==> src/rtl/psfb_pkg.sv <==
package psfb_pkg;

  localparam int DEAD_W_MAX = 16;

  typedef logic [DEAD_W_MAX-1:0] dead_t;

  typedef enum logic {
    LEG_AB = 1'b0,
    LEG_CD = 1'b1
  } leg_e;

  // Dead time actually applied on a leg change.
  function automatic dead_t eff_dead(input dead_t req, input logic skip);
    return skip ? '0 : req;
  endfunction

  // True in the cycle whose edge releases the on-going output.
  function automatic logic turn_on_due(input dead_t left);
    return left == dead_t'(1);
  endfunction

endpackage

==> src/rtl/psfb_evt_ctrl.sv <==
module psfb_evt_ctrl (
  input  logic clk,
  input  logic rst_n,
  input  logic enable,
  input  logic osc_pulse,
  input  logic pwm_trip,
  output logic ab_toggle,
  output logic cd_toggle
);

  logic started_q;
  logic armed_q;
  logic start_evt;
  logic trip_take;

  assign start_evt = enable & osc_pulse & ~started_q;
  assign trip_take = enable & armed_q & pwm_trip;
  assign ab_toggle = enable & osc_pulse;
  assign cd_toggle = start_evt | trip_take;

  always_ff @(posedge clk or negedge rst_n) begin
    if (!rst_n) begin
      started_q <= 1'b0;
      armed_q   <= 1'b0;
    end else if (!enable) begin
      started_q <= 1'b0;
      armed_q   <= 1'b0;
    end else begin
      if (osc_pulse) begin
        started_q <= 1'b1;
      end
      if (osc_pulse && started_q) begin
        armed_q <= 1'b1;
      end else if (trip_take) begin
        armed_q <= 1'b0;
      end
    end
  end

endmodule

==> src/rtl/psfb_leg.sv <==
module psfb_leg #(
  parameter int DT_W = 6
) (
  input  logic            clk,
  input  logic            rst_n,
  input  logic            enable,
  input  logic            toggle,
  input  logic [DT_W-1:0] dead_cyc,
  input  logic            bypass,
  output logic            drv_hi,
  output logic            drv_lo,
  output logic            busy
);

  logic            ph_q;
  logic [DT_W-1:0] cnt_q;
  logic            hi_q;
  logic            lo_q;
  logic [DT_W-1:0] load;

  assign load = DT_W'(psfb_pkg::eff_dead(psfb_pkg::dead_t'(dead_cyc), bypass));

  always_ff @(posedge clk or negedge rst_n) begin
    if (!rst_n) begin
      ph_q  <= 1'b0;
      cnt_q <= '0;
      hi_q  <= 1'b0;
      lo_q  <= 1'b0;
    end else if (!enable) begin
      ph_q  <= 1'b0;
      cnt_q <= '0;
      hi_q  <= 1'b0;
      lo_q  <= 1'b0;
    end else if (toggle) begin
      ph_q <= ~ph_q;
      if (load == '0) begin
        cnt_q <= '0;
        hi_q  <= ~ph_q;
        lo_q  <= ph_q;
      end else begin
        cnt_q <= load;
        hi_q  <= 1'b0;
        lo_q  <= 1'b0;
      end
    end else if (cnt_q != '0) begin
      cnt_q <= cnt_q - 1'b1;
      if (psfb_pkg::turn_on_due(psfb_pkg::dead_t'(cnt_q))) begin
        hi_q <= ph_q;
        lo_q <= ~ph_q;
      end
    end
  end

  assign drv_hi = hi_q;
  assign drv_lo = lo_q;
  assign busy   = cnt_q != '0;

endmodule

==> src/rtl/psfb_pwm_gen.sv <==
module psfb_pwm_gen #(
  parameter int DT_W = 6
) (
  input  logic            clk,
  input  logic            rst_n,
  input  logic            enable,
  input  logic            osc_pulse,
  input  logic            pwm_trip,
  input  logic [DT_W-1:0] dead_ab,
  input  logic [DT_W-1:0] dead_cd,
  input  logic            bypass_ab,
  input  logic            bypass_cd,
  output logic            out_a,
  output logic            out_b,
  output logic            out_c,
  output logic            out_d
);

  localparam int NLEG = 2;

  logic            ab_toggle;
  logic            cd_toggle;
  logic            ab_busy;
  logic            cd_busy;
  logic [NLEG-1:0] leg_tgl;
  logic [NLEG-1:0] leg_byp;
  logic [NLEG-1:0] leg_hi;
  logic [NLEG-1:0] leg_lo;
  logic [NLEG-1:0] leg_busy;
  logic [DT_W-1:0] leg_dt [NLEG];

  psfb_evt_ctrl u_evt (
    .clk       (clk),
    .rst_n     (rst_n),
    .enable    (enable),
    .osc_pulse (osc_pulse),
    .pwm_trip  (pwm_trip),
    .ab_toggle (ab_toggle),
    .cd_toggle (cd_toggle)
  );

  assign leg_tgl[psfb_pkg::LEG_AB] = ab_toggle;
  assign leg_tgl[psfb_pkg::LEG_CD] = cd_toggle;
  assign leg_byp[psfb_pkg::LEG_AB] = bypass_ab;
  assign leg_byp[psfb_pkg::LEG_CD] = bypass_cd;
  assign leg_dt[psfb_pkg::LEG_AB]  = dead_ab;
  assign leg_dt[psfb_pkg::LEG_CD]  = dead_cd;

  generate
    for (genvar g = 0; g < NLEG; g++) begin : g_leg
      psfb_leg #(.DT_W(DT_W)) u_leg (
        .clk      (clk),
        .rst_n    (rst_n),
        .enable   (enable),
        .toggle   (leg_tgl[g]),
        .dead_cyc (leg_dt[g]),
        .bypass   (leg_byp[g]),
        .drv_hi   (leg_hi[g]),
        .drv_lo   (leg_lo[g]),
        .busy     (leg_busy[g])
      );
    end
  endgenerate

  assign out_a   = leg_hi[psfb_pkg::LEG_AB];
  assign out_b   = leg_lo[psfb_pkg::LEG_AB];
  assign out_c   = leg_hi[psfb_pkg::LEG_CD];
  assign out_d   = leg_lo[psfb_pkg::LEG_CD];
  assign ab_busy = leg_busy[psfb_pkg::LEG_AB];
  assign cd_busy = leg_busy[psfb_pkg::LEG_CD];

endmodule

==> config.mk <==
export PLATFORM = sky130hd
export DESIGN_NAME = psfb_pwm_gen
export DESIGN_NICKNAME = d
export VERILOG_FILES = /design/src/rtl/psfb_pkg.sv /design/src/rtl/psfb_evt_ctrl.sv /design/src/rtl/psfb_leg.sv /design/src/rtl/psfb_pwm_gen.sv
export SDC_FILE = /design/constraint.sdc
export NUM_CORES = 1
export LEC_CHECK = 0
export ABC_AREA = 1
export BUFFER_PORTS_ARGS = -buffer_cell sky130_fd_sc_hd__buf_2
export CAP_MARGIN = 20
export CORE_UTILIZATION = 50
export CTS_BUF_LIST = sky130_fd_sc_hd__clkbuf_8
export DETAILED_ROUTE_END_ITERATION = 8
export PLACE_DENSITY = 0.75
export SLEW_MARGIN = 20
export SYNTH_ARGS = -nofsm -noshare
export SYNTH_HDL_FRONTEND = slang
export SYNTH_SLANG_ARGS = --single-unit
==> constraint.sdc <==
create_clock -name clk -period 1.4 [get_ports clk]
set_clock_uncertainty 0.15 [all_clocks]
set_input_delay 0.28 -clock clk [delete_from_list [all_inputs] [get_ports clk]]
set_output_delay 0.28 -clock clk [all_outputs]
set_load 0.01 [all_outputs]
* Yosys cells after proc, flatten, opt, wreduce, memory -nomap -nowiden
Index checks and enable logic that the tools add are counted.
Operators by class: $add $sub $neg 2, equality and inequality tests 10, multiplexer cells 39, bitwise logic cells 8, reduce and logical (&&, ||, !) cells 7
Operator list (number):
- $mux 6 | 10
- $mux 1 | 29
- $ne 3x1->1 const B | 5
- $eq 6x1->1 const B | 2
- $logic_not 6->1 | 2
- $reduce_bool 6->1 | 2
- $sub 6x1->6 const B | 2
- $ne 2x1->1 const B | 3
- $and 1x1->1 | 4
- $reduce_and 2->1 | 2
- $not 1->1 | 3
- $logic_and 1x1->1 | 1
- $or 1x1->1 | 1
Word-level totals: bits in registers 20, bits of input ports 19, output and inout bits 4, word-level logic and storage cells 76

* Logic depth before layout (Yosys ltp)
Gate-level depths: netlist of the first run.
depth in word-level cells 5, depth in mapped cells 8, gate-level depth less buffers 8

* Hierarchy
A second synthesis of the first run with hierarchy kept.
Unflattened totals: cell total of the unflattened synthesis 200, area total of the unflattened synthesis 1451.4 um^2
By module, submodules not included:
- psfb_leg | times used 2, cells each 93, area each 675.6 um^2, seq. area each 225.2 um^2
- psfb_evt_ctrl | times used 1, cells each 14, area each 100.1 um^2, seq. area each 50.0 um^2

* Least setup slack after synthesis of the first run
Ideal clock, no wire load.
kind register to register, from reg g_leg[0].u_leg.cnt_q[0], to reg g_leg[0].u_leg.hi_q, arrival 1157 ps, data required time 1185 ps, path slack 28 ps, cell stages (with the launch flop) 8, clock period less this slack 1372 ps, cell sequence dfrtp_1 -> inv_1 -> ha_1 -> nor2_1 -> nand3_1 -> a21oi_1 -> nand3b_1 -> nand2_1
On the way: cells in the longest elaborated chain, start to end 3
RTL lines:
- start: declaration | RTL line psfb_leg.sv:16 | logic [DT_W-1:0] cnt_q;
- start signal: assignment | RTL line psfb_leg.sv:41 | cnt_q <= load;
- start signal: assignment | RTL line psfb_leg.sv:46 | cnt_q <= cnt_q - 1'b1;
- $eq 6x1->1 or $reduce_bool 6->1 (tied branches) | RTL line psfb_pkg.sv:19, psfb_leg.sv:45
- $ne 3x1->1 (no line)
- $reduce_and 2->1 (no line) (*)
- end signal: assignment | RTL line psfb_leg.sv:38 | hi_q <= ~ph_q;
- end signal: assignment | RTL line psfb_leg.sv:48 | hi_q <= ph_q;
- end: declaration | RTL line psfb_leg.sv:17 | logic hi_q;
Every way passes the cells marked *; elsewhere a longest branch is shown, timed or not. A chain may end at the register's enable or synchronous reset.

* Worst setup path after layout of the first run
from reg g_leg[0].u_leg.cnt_q[1], to reg g_leg[0].u_leg.hi_q
Same word-level chain as after synthesis.

==> flow_summary_export.csv, run 1 <==
group,metric,value,unit
finish,fillCellCount,216,
placed_design,dp_hpwl,2429,um
finish,final_cell_mix,"sky130_fd_sc_hd__nand2_1, sky130_fd_sc_hd__buf_2, sky130_fd_sc_hd__nand3_1",
placed_design,dpl.cell_count,247,
drt,wl_per_cell,12.54,um
critical_path,crit_path_end_kind,"flip-flop",
clocking,clk_root_buffer_cell,"sky130_fd_sc_hd__clkbuf_8",
timing,timing_max_transition_violations_final,0,
drt,route.detailed.drc,0,
finish,diodes_inserted,0,
timing,worst_slew_pin_slew,468.7,ps
yosys,synth_cell_type_count,23,
global_routing,grt.total_usage,0.2320,
power,power-per-cell-area,1333,mW/mm^2
global_routing,antenna_found_initial,0,
clocking,clk_pin_slew,80,ps
yosys,seq_area_frac_synth,0.3749,
yosys,synth.cell_area,0.001335,mm^2
critical_path,critPathMaxFanout,6,
drt,drt-vias-per-instance,5.283,
min_path,timing.hold.worst_path_depth,2,
clocking,tritoncts,"built",
timing,final.setup.tns,0,ps
power,p_leak,0.8864,nW
critical_path,path_class,"reg2reg",
finish,finalNonFillerCells,254,
timing,period_minus_slack,1389,ps
finish,layout.nets,250,
die,die_w,53.67,um
yosys,yosys_register_bits,20,
timing,max_freq,720.2,MHz
yosys,library_cell_occupying_the_most_area_in_the_post_synthesis_netlist,"sky130_fd_sc_hd__dfrtp_1",
yosys,synth_top_area_frac,0.3749,
critical_path,rr_worst_depth,8,
drt,drt_first_pass_iters,4,
yosys,synth_enable_flop_cells,0,
drt,route.vias.total,1342,
drt,dr.first_iter.drc_count,29,
drt,routed_wl,3185,um
global_routing,grt_pass1_wl,4885,um
clocking,inserted_clock_buffers,3,
clocking,cts_num_sinks,20,
yosys,synthesis.area_per_instance,7.216,um^2
placed_design,placed_area,0.001550,mm^2
finish,fin_util,0.7012,
die,die_h,53.67,um
yosys,synth_area_leaders,"sky130_fd_sc_hd__dfrtp_1, sky130_fd_sc_hd__nand2_1, sky130_fd_sc_hd__nand3_1",
finish,stdcell_area,0.001753,mm^2
die,core_area,0.002500,mm^2
clocking,worstSkewPairLatency,260,ps
placed_design,place.port_buffers,22,
min_path,worst_hold_check_path_type,"in2reg",
yosys,synthesis.yosys.warnings,0,
critical_path,timing.critical_path.from_type,"flip-flop",
finish,post_route_cells_drive_above_1_share,0.3482,
global_routing,grt_max_degree,21,
placed_design,gp_congestion,0.8650,
power,max-vdd-ir-drop,858.3,uV
die,placementRows,18,
timing,max_slew_headroom,0.6876,
timing,rsz0062_at_grt,"yes",
clocking,cts_buffer_depth,2,
die,ioPinCount,23,
timing,post-route-period-util,0.9919,
finish,syn2layout_area_growth,31.30,%
die,floorplan.die_area,0.002880,mm^2
finish,commonest_non_fill_non_tap_cell_in_the_layout,"sky130_fd_sc_hd__nand2_1",
yosys,netlist_instances,185,
timing,setup_violations,0,
global_routing,overflow,0,
timing,fin_hold_ws,81.18,ps
global_routing,grt_pass1_vias,1304,
die,starting_density_of_the_core,0.5340,
yosys,mappedNetlistNets,210,
timing,count_of_final_hold_check_violations,0,
clocking,h-tree-depth,1,
job,drv.max_cap_violation_count,0,
drt,antenna_violating_nets_left,0,
yosys,postSynth.topFlopCell,"sky130_fd_sc_hd__dfrtp_1",
critical_path,critical_path_arrival,1440,ps
yosys,proportion_of_synthesized_flip_flops_having_asynchronous_set_or_reset,1.000,
critical_path,worstPathRequired,1450,ps
outcome,status,"finished, final reports clean",
state kept, by name (all words and copies together), names as in the netlist:
register            count
g_leg.u_leg.drv_hi      2
g_leg.u_leg.ph_q        2
g_leg.u_leg.drv_lo      2
u_evt.started_q         1
u_evt.armed_q           1
g_leg.u_leg.cnt_q      12
worst paths after layout:
check                                              from                 endpoint  slack (ps)
worst max register to register  g_leg[0].u_leg.cnt_q[1]    g_leg[0].u_leg.drv_hi          10
worst max-delay path            g_leg[0].u_leg.cnt_q[1]    g_leg[0].u_leg.drv_hi          10
worst min-delay path                           pwm_trip            u_evt.armed_q          80
min in group asynchronous                         rst_n    g_leg[1].u_leg.drv_lo         340
max in group asynchronous                         rst_n  g_leg[0].u_leg.cnt_q[1]         430
worst min register to register    g_leg[0].u_leg.drv_lo    g_leg[0].u_leg.drv_lo         330
Yosys cell counts (2+ instances only):
cell                      number
sky130_fd_sc_hd__nor2_1       17
sky130_fd_sc_hd__nand4_1       3
sky130_fd_sc_hd__inv_2         3
sky130_fd_sc_hd__inv_1        23
sky130_fd_sc_hd__nand3_1      25
sky130_fd_sc_hd__o21ai_2       2
sky130_fd_sc_hd__ha_1          6
sky130_fd_sc_hd__dfrtp_1      20
sky130_fd_sc_hd__a21oi_1       9
sky130_fd_sc_hd__o21ai_0      16
sky130_fd_sc_hd__xor2_1        2
sky130_fd_sc_hd__nand2_1      43
sky130_fd_sc_hd__nand2_2       5
sky130_fd_sc_hd__buf_6         2
power by group:
| part | switching, mW | internal, mW | leakage [nW] |
|---|---|---|---|
| registers | 0.118 | 0.704 | 0.263 |
| logic | 0.605 | 0.468 | 0.595 |
| clock network | 0.191 | 0.250 | 0.0288 |
| total | 0.914 | 1.42 | 0.886 |
cells by family (layout without fill, tap and decap cells):
kind of cell               after synthesis  count (layout)  synth area share
adders and majority gates                6               6           0.05623
xor gates and xnor gates                 2               2           0.01312
and+or+nand+nor                         98              98            0.3393
DFF                                     20              20            0.3749
AOI/OAI and AO/OA                       31              31            0.1265
buffers and inverters                   28              67           0.08997
layout make-up:
type / instances / area (um^2) / share of cell area
clock buffers: 4 / 55.05 / 0.03141
repair buffers: 37 / 236.5 / 0.1349
flip-flops and latches: 20 / 500.5 / 0.2855
multi-input cells: 137 / 823.3 / 0.4697
well taps: 30 / 37.54 / 0.02141
inverters: 26 / 100.1 / 0.05710
per-stage QoR:
step                      setup WS [ps]  total power, mW
after floorplan                   27.89            1.409
after global placement           -13.86            1.645
after detailed placement         -81.77            1.697
after CTS                         1.199            2.156
after global routing             -67.91            2.516
final                             11.40            2.336
worst max-delay path, cell delays in order, from the launching register on:
cell and delay, ps:
sky130_fd_sc_hd__dfrtp_1 380, sky130_fd_sc_hd__inv_2 110, sky130_fd_sc_hd__ha_2 180, sky130_fd_sc_hd__inv_2 40, sky130_fd_sc_hd__nor2_4 90, sky130_fd_sc_hd__nand3_2 70, sky130_fd_sc_hd__a21oi_2 160, sky130_fd_sc_hd__nand3b_1 80
sky130_fd_sc_hd__nand2_1 70
metal layers:
layer | global-route usage | part of all wire
met1 | 0.2425 | 0.40
met3 | 0.03107 | 0.026
met2 | 0.4568 | 0.56
met4 | 0.08772 | 0.016
met5 | 0 | 0
timing repair:
action	4_1_cts	5_1_grt
buffers inserted	0	2
hold endpoints to repair	20	0
hold buffers	1	0
pin swaps	2	9
gates resized for setup	6	33
setup endpoints to repair	13	16
Note: power is estimated with default switching activity, not from simulation.
==> run 2: changes to the inputs <==
--- a/config.mk
+++ b/config.mk
@@ -8,10 +8,10 @@
 export ABC_AREA = 1
 export BUFFER_PORTS_ARGS = -buffer_cell sky130_fd_sc_hd__buf_2
 export CAP_MARGIN = 20
-export CORE_UTILIZATION = 50
+export CORE_UTILIZATION = 52
 export CTS_BUF_LIST = sky130_fd_sc_hd__clkbuf_8
 export DETAILED_ROUTE_END_ITERATION = 8
-export PLACE_DENSITY = 0.75
+export PLACE_DENSITY = 0.78
 export SLEW_MARGIN = 20
 export SYNTH_ARGS = -nofsm -noshare
 export SYNTH_HDL_FRONTEND = slang
==> run 2 against run 1 <==
  * The run now ends with setup timing left
  * Combinational power grew 23%
  * Maximum frequency shrank 7.1%
  * Cell area grew 5.1%
  * Clock power grew 3%
  * Worst hold slack lost 16 ps
  * Core utilization grew 9.4 points
  * Critical path depth is the same
  * Register-to-register slack lost 110 ps
  * Non-clock buffer count grew 2
  * Die area shrank 3.7%
  * Critical path type unchanged
==> flow_summary_export.csv, run 2 (same netlist as run 1, synthesis figures left out) <==
group,metric,value,unit
job,drv.max_cap_violation_count,0,
finish,fin_util,0.7949,
critical_path,critPathSlowestCell,"sky130_fd_sc_hd__dfrtp_1",
die,starting_density_of_the_core,0.5758,
power,internal_power,1.537,mW
power,power_switching_share,0.4117,
drt,routed_wl,4052,um
die,placementRows,17,
die,die_w,52.67,um
critical_path,r2r-start,"g_leg[1].u_leg.cnt_q[1]",
clocking,cts_buffer_depth,2,
critical_path,rr_worst_depth,8,
power,p_clk_frac,0.174,
clocking,clk_pin_slew,80,ps
placed_design,place.port_buffers,22,
finish,largest-register,"g_leg.u_leg.cnt_q",
global_routing,grt_pass1_vias,1161,
drt,wl_per_cell,15.95,um
critical_path,setup.reg_to_reg.worst_slack,-90,ps
critical_path,crit_path_end_kind,"flip-flop",
critical_path,critPathMaxFanout,4,
global_routing,overflow,0,
power,p_total,2.612,mW
timing,count_of_final_hold_check_violations,0,
global_routing,antenna_found_initial,0,
drt,drt-vias-per-instance,5.780,
placed_design,gp_congestion,0.8398,
min_path,hold_start,"pwm_trip",
timing,setup_violations,10,
critical_path,top_cell_family_by_delay_on_the_critical_path,"flip-flops",
critical_path,timing.critical_path.from_type,"flip-flop",
critical_path,worst_path_most_repeated_cell,"sky130_fd_sc_hd__nand2_1",
power,p_leak,0.9083,nW
power,power.net_switching,1.075,mW
clocking,tritoncts,"built",
power,seq_power_share,0.322,
global_routing,grt.total_usage,0.2479,
critical_path,crit_path_max_incr_delay,430,ps
outcome,status,"finished, violations left",
finish,post_route_cells_drive_above_1_share,0.4027,
clocking,cts_num_sinks,20,
finish,layout.nets,252,
global_routing,grt_max_degree,21,
critical_path,ordered_list_of_cells_on_the_worst_path,"inv_4, ha_4, inv_2, nor2_2, nand3_2, a21oi_2, nand2_1, nand2_1",
finish,diodes_inserted,0,
timing,worst_slew_pin_slew,473.3,ps
die,core_area,0.002318,mm^2
drt,route.detailed.drc,0,
drt,route.vias.total,1468,
clocking,worstSkewPairLatency,270,ps
power,max-vdd-ir-drop,1105,uV
die,floorplan.die_area,0.002774,mm^2
power,power-per-cell-area,1417,mW/mm^2
critical_path,cp.buffers_inverters,2,
timing,max_freq,669.1,MHz
clocking,inserted_clock_buffers,3,
timing,timing_max_transition_violations_final,0,
outcome,violations,"setup timing",
critical_path,worstPathRequired,1460,ps
timing,period_minus_slack,1495,ps
finish,final_cell_mix,"sky130_fd_sc_hd__nand2_1, sky130_fd_sc_hd__buf_2, sky130_fd_sc_hd__nand3_1",
timing,post-route-period-util,1.068,
drt,dr.first_iter.drc_count,63,
min_path,worst_hold_check_path_type,"in2reg",
timing,rsz0062_at_grt,"yes",
drt,drt_first_pass_iters,4,
critical_path,critical_path_arrival,1550,ps
timing,max_slew_headroom,0.6845,
placed_design,post-place-ws,-62.57,ps
global_routing,grt_pass1_wl,4905,um
power,pwr-share-comb,0.504,
critical_path,path_class,"reg2reg",
timing,final_critical_path_setup_slack,-94.58,ps
die,ioPinCount,23,
finish,commonest_non_fill_non_tap_cell_in_the_layout,"sky130_fd_sc_hd__nand2_1",
finish,syn2layout_area_growth,38.05,%
placed_design,dp_hpwl,2380,um
min_path,timing.hold.worst_path_depth,2,
min_path,holdPathEnd,"u_evt.armed_q",
critical_path,critical_path_cell_count,8,
timing,final.setup.tns,-611.8,ps
critical_path,rr_endpoint,"g_leg[1].u_leg.drv_lo",
drt,antenna_violating_nets_left,0,
clocking,clk_root_buffer_cell,"sky130_fd_sc_hd__clkbuf_8",
die,die_h,52.67,um
clocking,h-tree-depth,1,
finish,largest_reg_flops,12,
-- run 2: routing by layer --
layer / share of wire / GRT usage
met5: 0 / 0
met3: 0.063 / 0.04058
met4: 0.044 / 0.1228
met2: 0.48 / 0.4030
met1: 0.41 / 0.3146
-- run 2: worst max-delay path by stage --
stage	to	startpoint	slack (ps)
final	g_leg[1].u_leg.drv_lo	g_leg[1].u_leg.cnt_q[1]	-90
after global routing	g_leg[1].u_leg.cnt_q[2]	g_leg[1].u_leg.cnt_q[2]	-140
after CTS	g_leg[0].u_leg.drv_hi	g_leg[0].u_leg.cnt_q[1]	2
after detailed placement	g_leg[0].u_leg.drv_hi	g_leg[0].u_leg.cnt_q[1]	-60
after global placement	g_leg[0].u_leg.drv_hi	g_leg[0].u_leg.cnt_q[1]	8
after floorplan	g_leg[0].u_leg.drv_hi	g_leg[0].u_leg.cnt_q[0]	30
-- run 2: power groups by stage --
stage               Sequential (mW)  Combinational (mW)  Clock (mW)
finish                        0.841                1.32       0.455
global route                  0.853                1.43       0.484
CTS                           0.799               0.932       0.465
detailed placement            0.808               0.907           0
global placement              0.797               0.867           0
floorplan                     0.797               0.612           0
-- run 2: final cells by class --
| type | instances | area [um^2] |
|---|---|---|
| multi-input combinational | 137 | 892.1 |
| sequential | 20 | 503.0 |
| fill | 136 | 475.5 |
| timing repair buffer | 39 | 255.2 |
| inverter | 26 | 102.6 |
| clock buffer | 4 | 55.05 |
| tap | 28 | 35.03 |
-- run 2: through the flow --
step           cell area (um^2)  instances  hold WS [ps]
2_1_floorplan              1335        185        -165.6
3_3_place_gp               1533        243         104.9
3_5_place_dp               1533        243         110.7
4_1_cts                    1623        249         62.36
5_1_grt                    1843        254         77.82
6_report                   1843        254         65.15
-- run 2: timing repair --
action / in CTS / in global routing
pin swaps: 1 / 23
endpoints found under the hold margin: 20 / 0
setup endpoints to repair: 9 / 16
resized for setup: 6 / 49
hold buffers: 1 / 0
buffers inserted: 1 / 5
